## src/rtl/uart_csr_pkg.sv

```systemverilog
package uart_csr_pkg;

   // register slots; the byte offset of a slot is four times its index
   localparam int SLOT_MODE = 0;
   localparam int SLOT_RATE = 1;
   localparam int SLOT_CTRL = 2;
   localparam int SLOT_TXD  = 3;
   localparam int SLOT_STAT = 4;
   localparam int SLOT_FCTL = 6;
   localparam int SLOT_PORT = 8;

   // stored configuration registers
   localparam int NUM_CFG  = 5;
   localparam int CFG_CTRL = 2;

   // status flags, internal order
   localparam int NUM_FLAGS = 5;
   localparam int FL_DR   = 0;
   localparam int FL_RDF  = 1;
   localparam int FL_BRK  = 2;
   localparam int FL_TDE  = 3;
   localparam int FL_TEND = 4;

   // control bits with side effects
   localparam int CTRL_TE  = 5;
   localparam int CTRL_RIE = 6;
   localparam int CTRL_TIE = 7;

   function automatic int slot_offset(input int slot);
      return slot * 4;
   endfunction

   function automatic int cfg_slot(input int j);
      case (j)
         0: return SLOT_MODE;
         1: return SLOT_RATE;
         2: return SLOT_CTRL;
         3: return SLOT_FCTL;
         default: return SLOT_PORT;
      endcase
   endfunction

   function automatic int cfg_mask(input int j);
      case (j)
         0: return 'h7B;
         2: return 'hFA;
         4: return 'hF3;
         default: return 'hFF;
      endcase
   endfunction

   function automatic int cfg_reset(input int j);
      case (j)
         1: return 'hFF;
         2: return 'h20;
         default: return 'h00;
      endcase
   endfunction

   // bit of the status word that carries each flag
   function automatic int flag_pos(input int i);
      case (i)
         FL_DR:  return 0;
         FL_RDF: return 1;
         FL_BRK: return 4;
         FL_TDE: return 5;
         default: return 6;
      endcase
   endfunction

endpackage

```

## src/rtl/csr_field_reg.sv

```systemverilog
module csr_field_reg #(
   parameter int             DW    = 8,
   parameter logic [DW-1:0]  MASK  = '1,
   parameter logic [DW-1:0]  RESET = '0
) (
   input  logic          clk,
   input  logic          rst_n,
   input  logic          we,
   input  logic [DW-1:0] wdata,
   output logic [DW-1:0] q
);

   always_ff @(posedge clk) begin
      if (!rst_n)
         q <= RESET & MASK;
      else if (we)
         q <= wdata & MASK;
   end

endmodule

```

## src/rtl/csr_flag_unit.sv

```systemverilog
module csr_flag_unit
   import uart_csr_pkg::*;
(
   input  logic                 clk,
   input  logic                 rst_n,
   input  logic                 st_wr,
   input  logic [7:0]           wbyte,
   input  logic                 ctrl_wr,
   input  logic                 txd_wr,
   input  logic                 st_rd_te,
   input  logic                 ev_rdf_set,
   input  logic                 ev_dr_set,
   input  logic                 ev_brk,
   output logic [NUM_FLAGS-1:0] flag_q
);

   localparam logic [NUM_FLAGS-1:0] FLAG_RST =
      NUM_FLAGS'((1 << FL_TDE) | (1 << FL_TEND));

   logic [NUM_FLAGS-1:0] set_v;
   logic [NUM_FLAGS-1:0] extra_clr;

   always_comb begin
      set_v            = '0;
      set_v[FL_DR]     = ev_dr_set;
      set_v[FL_RDF]    = ev_rdf_set;
      set_v[FL_BRK]    = ev_brk;
      set_v[FL_TDE]    = st_rd_te;
      set_v[FL_TEND]   = st_rd_te | (ctrl_wr & ~wbyte[CTRL_TE]);
      extra_clr         = '0;
      extra_clr[FL_TDE] = txd_wr;
   end

   for (genvar i = 0; i < NUM_FLAGS; i++) begin : g_flag
      localparam int POS = flag_pos(i);
      logic bit_q;
      logic clr;

      assign clr = (st_wr & ~wbyte[POS]) | extra_clr[i];

      always_ff @(posedge clk) begin
         if (!rst_n)
            bit_q <= FLAG_RST[i];
         else if (set_v[i])
            bit_q <= 1'b1;
         else if (clr)
            bit_q <= 1'b0;
      end

      assign flag_q[i] = bit_q;
   end

endmodule

```

## src/rtl/csr_irq_unit.sv

```systemverilog
module csr_irq_unit
   import uart_csr_pkg::*;
(
   input  logic       clk,
   input  logic       rst_n,
   input  logic       rdf_evt,
   input  logic       rie,
   input  logic       tie,
   input  logic       st_wr,
   input  logic       ctrl_wr,
   input  logic [7:0] wbyte,
   output logic       rx_irq,
   output logic       tx_irq
);

   logic rx_q;
   logic rx_rise;
   logic rx_fall;

   assign rx_rise = rdf_evt & rie;
   assign rx_fall = (st_wr & ~(wbyte[FL_RDF] & wbyte[FL_DR]))
                  | (ctrl_wr & ~wbyte[CTRL_RIE]);

   always_ff @(posedge clk) begin
      if (!rst_n)
         rx_q <= 1'b0;
      else if (rx_rise)
         rx_q <= 1'b1;
      else if (rx_fall)
         rx_q <= 1'b0;
   end

   assign rx_irq = rx_q;
   assign tx_irq = tie;

endmodule

```

## src/rtl/csr_tx_strobe.sv

```systemverilog
module csr_tx_strobe #(
   parameter int DW = 8
) (
   input  logic          clk,
   input  logic          rst_n,
   input  logic          txd_wr,
   input  logic [DW-1:0] wdata,
   output logic          txb_valid,
   output logic [DW-1:0] txb_data
);

   always_ff @(posedge clk) begin
      if (!rst_n) begin
         txb_valid <= 1'b0;
         txb_data  <= '0;
      end else begin
         txb_valid <= txd_wr;
         if (txd_wr)
            txb_data <= wdata;
      end
   end

endmodule

```

## src/rtl/uart_csr_bank.sv

```systemverilog
module uart_csr_bank
   import uart_csr_pkg::*;
#(
   parameter int AW        = 6,
   parameter int DW        = 8,
   parameter int READ_PIPE = 0
) (
   input  logic          clk,
   input  logic          rst_n,
   input  logic          bus_wr,
   input  logic          bus_rd,
   input  logic [AW-1:0] bus_addr,
   input  logic [DW-1:0] bus_wdata,
   output logic [DW-1:0] bus_rdata,
   input  logic          ev_rdf_set,
   input  logic          ev_dr_set,
   input  logic          ev_brk,
   output logic          tx_irq,
   output logic          rx_irq,
   output logic          txb_valid,
   output logic [DW-1:0] txb_data
);

   // elaboration-time parameter checks
   if (DW < 8) begin : g_dw_bad
      $error("uart_csr_bank: DW must be at least 8");
   end
   if (AW < 6) begin : g_aw_bad
      $error("uart_csr_bank: AW must cover offset 0x24");
   end
   if (READ_PIPE != 0 && READ_PIPE != 1) begin : g_rp_bad
      $error("uart_csr_bank: READ_PIPE must be 0 or 1");
   end

   localparam logic [AW-1:0] A_TXD  = AW'(slot_offset(SLOT_TXD));
   localparam logic [AW-1:0] A_STAT = AW'(slot_offset(SLOT_STAT));

   logic [DW-1:0]        cfg_q [NUM_CFG];
   logic [NUM_CFG-1:0]   cfg_hit;
   logic                 hit_txd;
   logic                 hit_stat;
   logic [DW-1:0]        ctrl_q;
   logic [NUM_FLAGS-1:0] flag_q;
   logic [DW-1:0]        stat_word;
   logic [DW-1:0]        rd_mux;
   logic                 st_wr;
   logic                 ctrl_wr;
   logic                 txd_wr;
   logic                 st_rd_te;

   // configuration registers, one instance per slot
   for (genvar j = 0; j < NUM_CFG; j++) begin : g_cfg
      localparam logic [AW-1:0] ADDR = AW'(slot_offset(cfg_slot(j)));
      assign cfg_hit[j] = (bus_addr == ADDR);
      csr_field_reg #(
         .DW    (DW),
         .MASK  (DW'(cfg_mask(j))),
         .RESET (DW'(cfg_reset(j)))
      ) u_reg (
         .clk   (clk),
         .rst_n (rst_n),
         .we    (bus_wr & cfg_hit[j]),
         .wdata (bus_wdata),
         .q     (cfg_q[j])
      );
   end

   assign hit_txd  = (bus_addr == A_TXD);
   assign hit_stat = (bus_addr == A_STAT);
   assign ctrl_q   = cfg_q[CFG_CTRL];
   assign st_wr    = bus_wr & hit_stat;
   assign ctrl_wr  = bus_wr & cfg_hit[CFG_CTRL];
   assign txd_wr   = bus_wr & hit_txd;
   assign st_rd_te = bus_rd & hit_stat & ctrl_q[CTRL_TE];

   csr_flag_unit u_flags (
      .clk        (clk),
      .rst_n      (rst_n),
      .st_wr      (st_wr),
      .wbyte      (bus_wdata[7:0]),
      .ctrl_wr    (ctrl_wr),
      .txd_wr     (txd_wr),
      .st_rd_te   (st_rd_te),
      .ev_rdf_set (ev_rdf_set),
      .ev_dr_set  (ev_dr_set),
      .ev_brk     (ev_brk),
      .flag_q     (flag_q)
   );

   csr_irq_unit u_irq (
      .clk     (clk),
      .rst_n   (rst_n),
      .rdf_evt (ev_rdf_set),
      .rie     (ctrl_q[CTRL_RIE]),
      .tie     (ctrl_q[CTRL_TIE]),
      .st_wr   (st_wr),
      .ctrl_wr (ctrl_wr),
      .wbyte   (bus_wdata[7:0]),
      .rx_irq  (rx_irq),
      .tx_irq  (tx_irq)
   );

   csr_tx_strobe #(.DW(DW)) u_txs (
      .clk       (clk),
      .rst_n     (rst_n),
      .txd_wr    (txd_wr),
      .wdata     (bus_wdata),
      .txb_valid (txb_valid),
      .txb_data  (txb_data)
   );

   // status word packing
   always_comb begin
      stat_word = '0;
      for (int i = 0; i < NUM_FLAGS; i++)
         stat_word[flag_pos(i)] = flag_q[i];
   end

   // read selection; offsets not listed read zero
   always_comb begin
      rd_mux = '0;
      for (int j = 0; j < NUM_CFG; j++)
         if (cfg_hit[j])
            rd_mux = cfg_q[j];
      if (hit_stat)
         rd_mux = stat_word;
   end

   if (READ_PIPE == 0) begin : g_rd_comb
      assign bus_rdata = rd_mux;
   end else begin : g_rd_reg
      logic [DW-1:0] rd_q;
      always_ff @(posedge clk) begin
         if (!rst_n)
            rd_q <= '0;
         else
            rd_q <= bus_rd ? rd_mux : '0;
      end
      assign bus_rdata = rd_q;
   end

endmodule

```

## config.mk

```make
export PLATFORM = sky130hd
export DESIGN_NAME = uart_csr_bank
export DESIGN_NICKNAME = d
export VERILOG_FILES = /design/src/rtl/uart_csr_pkg.sv /design/src/rtl/csr_field_reg.sv /design/src/rtl/csr_flag_unit.sv /design/src/rtl/csr_irq_unit.sv /design/src/rtl/csr_tx_strobe.sv /design/src/rtl/uart_csr_bank.sv
export SDC_FILE = /design/constraint.sdc
export NUM_CORES = 1
export LEC_CHECK = 0
export ABC_AREA = 1
export BUFFER_PORTS_ARGS = -buffer_cell sky130_fd_sc_hd__buf_2
export CAP_MARGIN = 25
export CORE_UTILIZATION = 49
export CTS_BUF_LIST = sky130_fd_sc_hd__clkbuf_2
export DETAILED_ROUTE_END_ITERATION = 16
export GPL_ROUTABILITY_DRIVEN = 0
export HOLD_SLACK_MARGIN = 0.02
export PLACE_DENSITY_LB_ADDON = 0.12
export SLEW_MARGIN = 0
export SYNTH_ARGS = -nofsm -noshare
export SYNTH_HDL_FRONTEND = slang
export SYNTH_SLANG_ARGS = --single-unit
```

## constraint.sdc

```tcl
create_clock -name clk -period 1.46 [get_ports clk]
set_input_delay 0.219 -clock clk [delete_from_list [all_inputs] [get_ports clk]]
set_output_delay 0.219 -clock clk [all_outputs]
set_load 0.01 [all_outputs]
```

==> flow_summary.ini <==
[power]
leakagePower_nw = 1.34
vdd_drop_max_uv = 658
powerDensity_mw_per_mm2 = 823

[synthesis]
synth.top_cell.area_share_pct = 45.7
syn-num-nets = 318
synth_edf_count = 0
netlist_instances = 297
synthTopCellsByCount = nor2_1, dfxtp_1, nand2_1
yosysWarnings = 0
synth_area_leaders = dfxtp_1, o21ai_0, nor2_1, nand2_1, a21oi_1
ys_seq_elements = 49
async_reset_ff_share_pct = 0
yosys_most_used_dff = dfxtp_1
synth_top_area_cell = dfxtp_1
synth.most_common_cell = nor2_1
synth_cell_types = 26
syn_avg_cell_area_um2 = 7.23
synthesis.area_mm2 = 0.00215
seq_area_frac_synth_pct = 45.7

[floorplanning]
die_h_um = 68.2
dieArea_mm2 = 0.00465
ios = 40
rows = 23
core_area_mm2 = 0.00412
start_util_pct = 52.2
die_x_um = 68.2

[routing]
drt_iter0_drc = 123
viasPerCell = 5.20
route.detailed.drc = 0
firstDrtPassIters = 4
wirelength_mm = 6.04
routedWlPerCell_um = 14.3
vias = 2189
ant_nets = 0

[clock_network]
clk_pin_slew_ns = 0.26
cts_tree = yes
htree_levels = 2
cts_max_path_buffers = 2
cts_buffers = 5
clock_sinks = 49
insertion_delay_ns = 0.44
root_buffer = clkbuf_2

[sta]
drv_slew = 0
fmax_mhz = 651
fin_tns_setup_ns = -0.299
fin_crit_ns = 1.54
period_share_pct = 105
setup_violations = 7
maxSlewHeadroom_pct = 82.5
finalWorstSetupSlack_ns = -0.0764
rsz0062_at_grt = yes
clock_skew_ns = 0.00986
worst_pin_slew_ns = 0.263
hold_viol_final = 0

[global_route]
grt_pass1_vias = 1987
grt_max_degree = 18
grt.total_usage_pct = 27.4
grt_overflow = 0
antenna_found_initial = 0
grt_pass1_wl_mm = 9.20

[critical_path]
reg2reg_depth = 3
cp.required_ns = 1.24
arrival_ns = 1.32
cp_max_fo = 2
end_kind = output port
path_class = reg -> out
start_kind = flop

[cells_and_area]
fin_nets = 391
drive_above_1_share_pct = 35.0
utilization_pct = 69.6
register_area_um2 = 996
fillers = 355
num_antenna_cells = 0
area_growth_pct = 33.3
multi_input_area_mm2 = 0.00107

[outcome]
outcome = finished, violations left
violations = setup timing

[worst_hold_path]
min_path_cells = 3
hold_path_class = in -> reg

[placed_design]
hpwlAfterDp_mm = 4.08
place_ws_ns = -0.139
portBuffers = 39

[run]
max-cap-violations = 0
==> cell type report <==
cell class | count | share of cell area (%)
clock buffers | 6 | 1.05
clock inverters | 2 | 1.35
inverters | 35 | 4.76
multi-input cells | 205 | 37.3
flip-flops and latches | 49 | 34.8
well taps | 50 | 2.19
repair buffers | 74 | 18.5
==> through the flow <==
| stage | area (um^2) | instances | hold slack [ns] | total power, W |
|---|---|---|---|---|
| final | 2860 | 421 | 0.0343 | 0.00236 |
| after global routing | 2860 | 421 | 0.0387 | 0.00243 |
| after CTS | 2770 | 418 | 0.0316 | 0.00233 |
| after detailed placement | 2550 | 400 | 0.445 | 0.00158 |
| after global placement | 2550 | 400 | 0.434 | 0.00158 |
| after floorplan | 2150 | 297 | 0.336 | 0.00148 |
==> worst max-delay path: stages, from the launching register on <==
cell     delay (ns)
dfxtp_1        0.36
inv_1          0.06
o21ai_1        0.07
nor2_1         0.14
nand4_1        0.11
buf_2          0.15
==> kinds of logic (layout without fill, tap and decap cells) <==
family / count (synthesis) / in the layout / synth area share [%]
simple gates: 131 / 131 / 28.4
compound gates: 74 / 74 / 17.6
flops: 49 / 49 / 45.7
buf+inv: 43 / 117 / 8.33
==> sequential cells by signal, summed over array words and instances, names as in the netlist <==
signal / cells
g_cfg.u_reg.q: 34
u_irq.rx_irq: 1
u_txs.txb_data: 8
u_txs.txb_valid: 1
u_flags.g_flag.bit_q: 5
==> report_power, final <==
part / internal, W / switching [W] / total [W]
clock network: 0.000300 / 0.000445 / 0.000746
logic: 0.000102 / 0.000146 / 0.000247
registers: 0.00136 / 0.00000782 / 0.00136
==> worst paths after layout <==
check	start	endpoint	slack, ns
worst min register to register	g_cfg[2].u_reg.q[6]$_SDFFE_PN0N_	g_cfg[2].u_reg.q[6]$_SDFFE_PN0N_	0.48
worst max register to register	g_cfg[2].u_reg.q[7]$_SDFFE_PN0N_	g_cfg[2].u_reg.q[7]$_SDFFE_PN0N_	0.69
worst max-delay path	g_cfg[1].u_reg.q[5]$_SDFFE_PN1P_	bus_rdata[5]	-0.08
worst min-delay path	bus_wdata[0]	g_cfg[4].u_reg.q[0]$_SDFFE_PN0P_	0.03
==> layer usage <==
layer  vias to the layer above  GRT usage, %  wire (um)
met5                         -             0          0
met4                         0          10.2        135
met3                        16          5.00        337
met2                        75          45.8       2880
met1                       992          34.8       2690
li1                       1106             -          -
==> cell usage in the layout, fill, tap and decap left out, types with 9 or more instances in the layout <==
cell and count:
a21oi_1 30, buf_2 35, buf_4 27, dfxtp_1 37
dfxtp_2 12, inv_1 24, nand2_1 41, nand3_1 13
nor2_1 45, nor2_4 9, o21ai_0 35
==> timing repair <==
item / 4_1_cts / 5_1_grt
endpoints found under the hold margin: 3 / 0
buffers inserted: 7 / 3
resized for setup: 26 / 33
hold buffers: 3 / 0
pin swaps: 13 / 22
gates cloned: 0 / 0
endpoints found under the setup margin: 7 / 8
Note: power is estimated with default switching activity, not from simulation.
